File: config.mk
export PLATFORM = sky130hd
export DESIGN_NAME = fwd_unit
export DESIGN_NICKNAME = d
export VERILOG_FILES = /design/src/rtl/fwd_pkg.sv /design/src/rtl/fwd_operand_pick.sv /design/src/rtl/fwd_load_guard.sv /design/src/rtl/fwd_unit.sv
export SDC_FILE = /design/constraint.sdc
export NUM_CORES = 1
export LEC_CHECK = 0
export BUFFER_PORTS_ARGS = -buffer_cell sky130_fd_sc_hd__buf_2
export CORE_AREA = 3 3 40 42
export CTS_BUF_LIST = sky130_fd_sc_hd__clkbuf_2 sky130_fd_sc_hd__clkbuf_4 sky130_fd_sc_hd__clkbuf_8
export DETAILED_ROUTE_END_ITERATION = 8
export DIE_AREA = 0 0 43 45
export HOLD_SLACK_MARGIN = 0.1
export PLACE_DENSITY_LB_ADDON = 0.25
export REMOVE_ABC_BUFFERS = 1
export SLEW_MARGIN = 20
export SYNTH_ARGS = -nofsm -noshare
export SYNTH_HDL_FRONTEND = slang
export SYNTH_HIERARCHICAL = 1
export SYNTH_SLANG_ARGS = --single-unit
File: constraint.sdc
create_clock -name clk -period 0.89 [get_ports clk]
set_input_delay 0 -clock clk [delete_from_list [all_inputs] [get_ports clk]]
set_output_delay 0 -clock clk [all_outputs]
set_load 0.02 [all_outputs]
File: src/rtl/fwd_pkg.sv
package fwd_pkg;

    typedef enum logic [1:0] {
        SEL_RF  = 2'b00,
        SEL_WB  = 2'b01,
        SEL_MEM = 2'b10
    } sel_e;

    typedef struct packed {
        sel_e sel_a;
        sel_e sel_b;
        logic stall;
    } fwd_state_t;

endpackage

File: src/rtl/fwd_operand_pick.sv
module fwd_operand_pick #(
    parameter int REG_W = 3
) (
    input  logic [REG_W-1:0] src,
    input  logic             mem_we,
    input  logic [REG_W-1:0] mem_dst,
    input  logic             wb_we,
    input  logic [REG_W-1:0] wb_dst,
    output fwd_pkg::sel_e    sel
);
    logic mem_hit;
    logic wb_hit;

    always_comb begin
        mem_hit = mem_we && (mem_dst != '0) && (mem_dst == src);
        wb_hit  = wb_we  && (wb_dst  != '0) && (wb_dst  == src);
        if (mem_hit)
            sel = fwd_pkg::SEL_MEM;   // youngest producer first
        else if (wb_hit)
            sel = fwd_pkg::SEL_WB;
        else
            sel = fwd_pkg::SEL_RF;
    end
endmodule

File: src/rtl/fwd_load_guard.sv
module fwd_load_guard #(
    parameter int REG_W = 3
) (
    input  logic             ld,
    input  logic [REG_W-1:0] ld_dst,
    input  logic [REG_W-1:0] nxt_a,
    input  logic [REG_W-1:0] nxt_b,
    output logic             hold
);
    always_comb begin
        hold = ld && (ld_dst != '0) && ((ld_dst == nxt_a) || (ld_dst == nxt_b));
    end
endmodule

File: src/rtl/fwd_unit.sv
module fwd_unit #(
    parameter int REG_W = 3
) (
    input  logic             clk,
    input  logic             rst_n,
    input  logic [REG_W-1:0] ex_src_a,
    input  logic [REG_W-1:0] ex_src_b,
    input  logic             ex_is_load,
    input  logic [REG_W-1:0] ex_dst,
    input  logic             mem_we,
    input  logic [REG_W-1:0] mem_dst,
    input  logic             wb_we,
    input  logic [REG_W-1:0] wb_dst,
    input  logic [REG_W-1:0] id_src_a,
    input  logic [REG_W-1:0] id_src_b,
    output logic [1:0]       sel_a,
    output logic [1:0]       sel_b,
    output logic             stall_req
);
    localparam int N_OPS = 2;

    fwd_pkg::fwd_state_t state_d, state_q;

    logic [N_OPS-1:0][REG_W-1:0] srcs;
    fwd_pkg::sel_e               picks [N_OPS];
    logic                        hold;

    assign srcs[0] = ex_src_a;
    assign srcs[1] = ex_src_b;

    for (genvar g = 0; g < N_OPS; g++) begin : g_op
        fwd_operand_pick #(.REG_W(REG_W)) u_pick (
            .src     (srcs[g]),
            .mem_we  (mem_we),
            .mem_dst (mem_dst),
            .wb_we   (wb_we),
            .wb_dst  (wb_dst),
            .sel     (picks[g])
        );
    end

    fwd_load_guard #(.REG_W(REG_W)) u_guard (
        .ld     (ex_is_load),
        .ld_dst (ex_dst),
        .nxt_a  (id_src_a),
        .nxt_b  (id_src_b),
        .hold   (hold)
    );

    always_comb begin
        state_d       = state_q;
        state_d.sel_a = picks[0];
        state_d.sel_b = picks[1];
        state_d.stall = hold;
    end

    always_ff @(posedge clk or negedge rst_n) begin
        if (!rst_n)
            state_q <= '{sel_a: fwd_pkg::SEL_RF, sel_b: fwd_pkg::SEL_RF, stall: 1'b0};
        else
            state_q <= state_d;
    end

    assign sel_a     = state_q.sel_a;
    assign sel_b     = state_q.sel_b;
    assign stall_req = state_q.stall;
endmodule

======== Yosys cells after proc, flatten, opt, wreduce, memory -nomap -nowiden ========
Cells that the tools add are included.
storage, ports and cells
  flip-flop bits (word level) ............. 5
  bits in latches ......................... 0
  bits in writable memories ............... 0
  memory bits (read-only) ................. 0
  input bits .............................. 26
  memories ................................ 0
operators by class
  $add $sub $neg .......................... 0
  $mul .................................... 0
  div/mod/pow operators ................... 0
  $lt $le $gt $ge ......................... 0
  equal/unequal tests ..................... 6
  shifts and indexed selects .............. 0
  mux-type cells .......................... 4
  bitwise gates (word level) .............. 0
  reductions and logical operators ........ 12
operators with widths
  cell                 number
  $eq A3 B3 Y1         6
  $reduce_bool A3 Y1   3
  $logic_and A1 B1 Y1  8
  $mux W2              2
  $mux W1              2
  $logic_or A1 B1 Y1   1

======== Depth between registers and ports, before layout ========
  depth after elaboration ................. 5
  depth in mapped cells ................... 4
  mapped depth without buffers ............ 3

======== By module ========
Netlist, hierarchy kept.
modules (own cells, without submodules)
  module            instances  cells each  area each (um2)
  fwd_operand_pick  2          14          111.4
  fwd_unit          1          5           125.1
  fwd_load_guard    1          10          75.1

======== Worst setup path before layout ========
OpenSTA, ideal clock, no wires.
  path kind ............................... input to register
  from .................................... in mem_dst[2]
  to ...................................... reg state_q, in the netlist sel_a[1]
  data arrival time ....................... 0.552 ns
  required time ........................... 0.775 ns
  setup slack ............................. 0.223 ns
  stages on the path ...................... 4
  buffers on the path ..................... 1
  cells stage by stage .................... inv_1 -> o2111a_1 -> and2_2 -> buf_4
RTL lines
  item                  RTL line        text
  start, declared       fwd_unit.sv:11  input logic [REG_W-1:0] mem_dst,
  end signal, assigned  fwd_unit.sv:59  state_q <= '{sel_a: fwd_pkg::SEL_RF, sel_b: fwd_pkg::SEL_RF, stall: 1'b0};
  end signal, assigned  fwd_unit.sv:61  state_q <= state_d;
  end, declared         fwd_unit.sv:22  fwd_pkg::fwd_state_t state_d, state_q;

======== Final worst setup path ========
  from .................................... in id_src_a[0]
  to ...................................... reg state_q, in the netlist stall_req
between the ends
  longest elaborated chain between the ends .. 3
RTL lines
  item                 RTL line              text
  start, declared      fwd_unit.sv:14        input logic [REG_W-1:0] id_src_a,
  $eq A3 B3 Y1         fwd_load_guard.sv:11  hold = ld && (ld_dst != '0) && ((ld_dst == nxt_a) || (ld_dst == nxt_b));
  $logic_or A1 B1 Y1   fwd_load_guard.sv:11
  $logic_and A1 B1 Y1  fwd_load_guard.sv:11
  named net hold       fwd_unit.sv:26        logic hold;
The timed path passes the listed nets, and every way through them passes these cells.

==> flow_metrics.tcl <==
set metrics [dict create \
    vdd.ir_drop.worst_v 0.000746 \
    grt_pass1_wl_mm 1.70 \
    worstSetupStartpoint "id_src_a[0]" \
    dieWidth_um 43 \
    routed_via_density 4.36 \
    place_ws_ps 140 \
    start_util_pct 32.9 \
    hold_path.class "in2reg" \
    drive_gt1_share_pct 47.6 \
    antennaDiodeCount 0 \
    drt-wirelength-per-cell_um 9.93 \
    cts_setup_buffers 0 \
    crit_arrival_ps 1020 \
    antenna_found_initial 0 \
    drc 0 \
    drt_iter0_markers 1 \
    yosysSeqAreaShare_pct 29.6 \
    end_kind "flop" \
    drt_first_pass_iters 4 \
    yosysWarnings 6 \
    fmax_mhz 1170 \
    nets 109 \
    port_buffers 30 \
    root_buffer "clkbuf_4" \
    placed_area_um2 577 \
    place.gp.congestion 0.762 \
    final_common_cell "buf_2" \
    hp-start "ex_dst[2]" \
    ctsLongestPathBuffers 2 \
    required_ps 1060 \
    pwr_density_cell_nw_per_um2 1110 \
    max_stage_delay_ps 540 \
    wirelength_um 963 \
    dieArea_um2 1940 \
    syn-cell-area_um2 423 \
    die_y_um 45 \
    grt_max_degree 6 \
    grt_pass1_vias 431 \
    leakage_nw 0.333 \
    status "finished, final reports clean" \
    hold_viol 0 \
    tightest_slew_ps 294 \
    ant_nets 0 \
    num_io_pins 31 \
    post-route-min-period_ps 854 \
    critPathSlowestCell "dlygate4sd3_1" \
    cp_max_fo 1 \
    setup_viol 0 \
    slew_headroom_pct 80.2 \
    grt-ovfl-total 0 \
    synth.avg_cell_area_um2 9.84 \
    fin_area_um2 703 \
    dp_hpwl_um 820 \
    holdPathEnd "stall_req$_DFF_PN0_" \
    grtUsageTotal_pct 12.0 \
    area_growth_pct 66.3 \
    layout_setup_ws_ps 35.9 \
    synth_cells 43 \
    setup-tns-final_ps 0 \
    slew_viol_final 0 \
    critPathKind "in2reg" \
    path_cells "dlygate4sd3_1 -> buf_2 -> xnor2_1 -> nand3_1 -> a21oi_2" \
    rsz0062_at_grt "no" \
    path_clk_slew_ps 40 \
    layout_common_cells "buf_2, xnor2_1, dlygate4sd3_1" \
    core.rowCount 13 \
    maxCapViolations 0 \
    synth_seq_cells 5 \
    numCtsBuffers 3 \
    whs_path_depth 3 \
    coreArea_um2 1280 \
    cts_sinks 5 \
    cts_tree "done" \
    post-route-period-util_pct 96.0 \
    synth.distinct_cells 16 \
    num_vias 423 \
    start_kind "input pin" \
    cts_max_level 1 \
]
[layer usage]
layer	share of wire, %	vias up	routed length, um	GRT usage, %
met2	51	17	494	20.1
met1	42	174	401	14.1
li1	-	232	-	-
met3	7.0	0	67	3.98
met4	0	0	0	5.42
met5	0	-	0	0
[power by group]
group,switching (mW),internal [mW]
logic,0.113,0.141
registers,0.00200,0.239
clock network,0.0838,0.199
[through the flow]
| stage | power [mW] | hold slack [ps] | util [%] | std cells |
|---|---|---|---|---|
| 2_1_floorplan | 0.358 | -296 | - | 41 |
| 3_3_place_gp | 0.466 | -182 | 44.9 | 86 |
| 3_5_place_dp | 0.466 | -181 | 44.9 | 86 |
| 4_1_cts | 0.794 | 101 | 55.0 | 100 |
| 5_1_grt | 0.836 | 115 | 54.7 | 97 |
| 6_report | 0.778 | 97.8 | 54.7 | 97 |
[state kept, by name, summed over array words and instances, names as in the netlist]
signal,count
sel_a,2
sel_b,2
stall_req,1
[worst max path at each step]
stage,depth (start not counted),to
2_1_floorplan,3,sel_a[1]$_DFF_PN0_
3_3_place_gp,4,sel_b[1]$_DFF_PN0_
3_5_place_dp,4,sel_b[0]$_DFF_PN0_
4_1_cts,5,stall_req$_DFF_PN0_
5_1_grt,5,stall_req$_DFF_PN0_
6_report,5,stall_req$_DFF_PN0_
[cell usage after synthesis (all sizes together)]
cell type | number | area [um^2]
buf | 2 | 15.0
xor2 | 2 | 17.5
nand3 | 2 | 10.0
a21oi | 1 | 5.00
o21ba | 2 | 20.0
xnor2 | 12 | 105
inv | 2 | 7.51
o31ai | 1 | 7.51
nor2 | 2 | 7.51
o2111a | 2 | 22.5
nand2b | 2 | 12.5
a211oi | 2 | 25.0
dfrtp | 5 | 125
o21ai | 2 | 10.0
o2111ai | 2 | 17.5
and2 | 2 | 15.0
[kinds of logic after synthesis]
logic type             synth area share (%)
AO/OA/AOI/OAI                          25.4
XOR/XNOR                               29.0
buffers and inverters                  5.33
flip-flops                             29.6
AND/OR/NAND/NOR                        10.7
[critical path, delay by kind of cell]
kind / cells / cell delay, ps
AO/OA/AOI/OAI: 1 / 120
buffers and inverters: 2 / 670
AND/OR/NAND/NOR: 1 / 100
XOR/XNOR: 1 / 130
[cell type report]
cell class | count | area [um^2]
fillers | 119 | 582
multi-input cells | 34 | 287
repair buffers | 37 | 235
flip-flops and latches | 5 | 125
clock buffers | 4 | 30.0
well taps | 15 | 18.8
inverters | 2 | 7.51
[timing repair]
action	4_1_cts	5_1_grt
hold buffers	10	0
setup endpoints to repair	0	1
resized for setup	0	2
hold endpoints to repair	8	0
No activity file was read; power rests on OpenSTA's default activity.
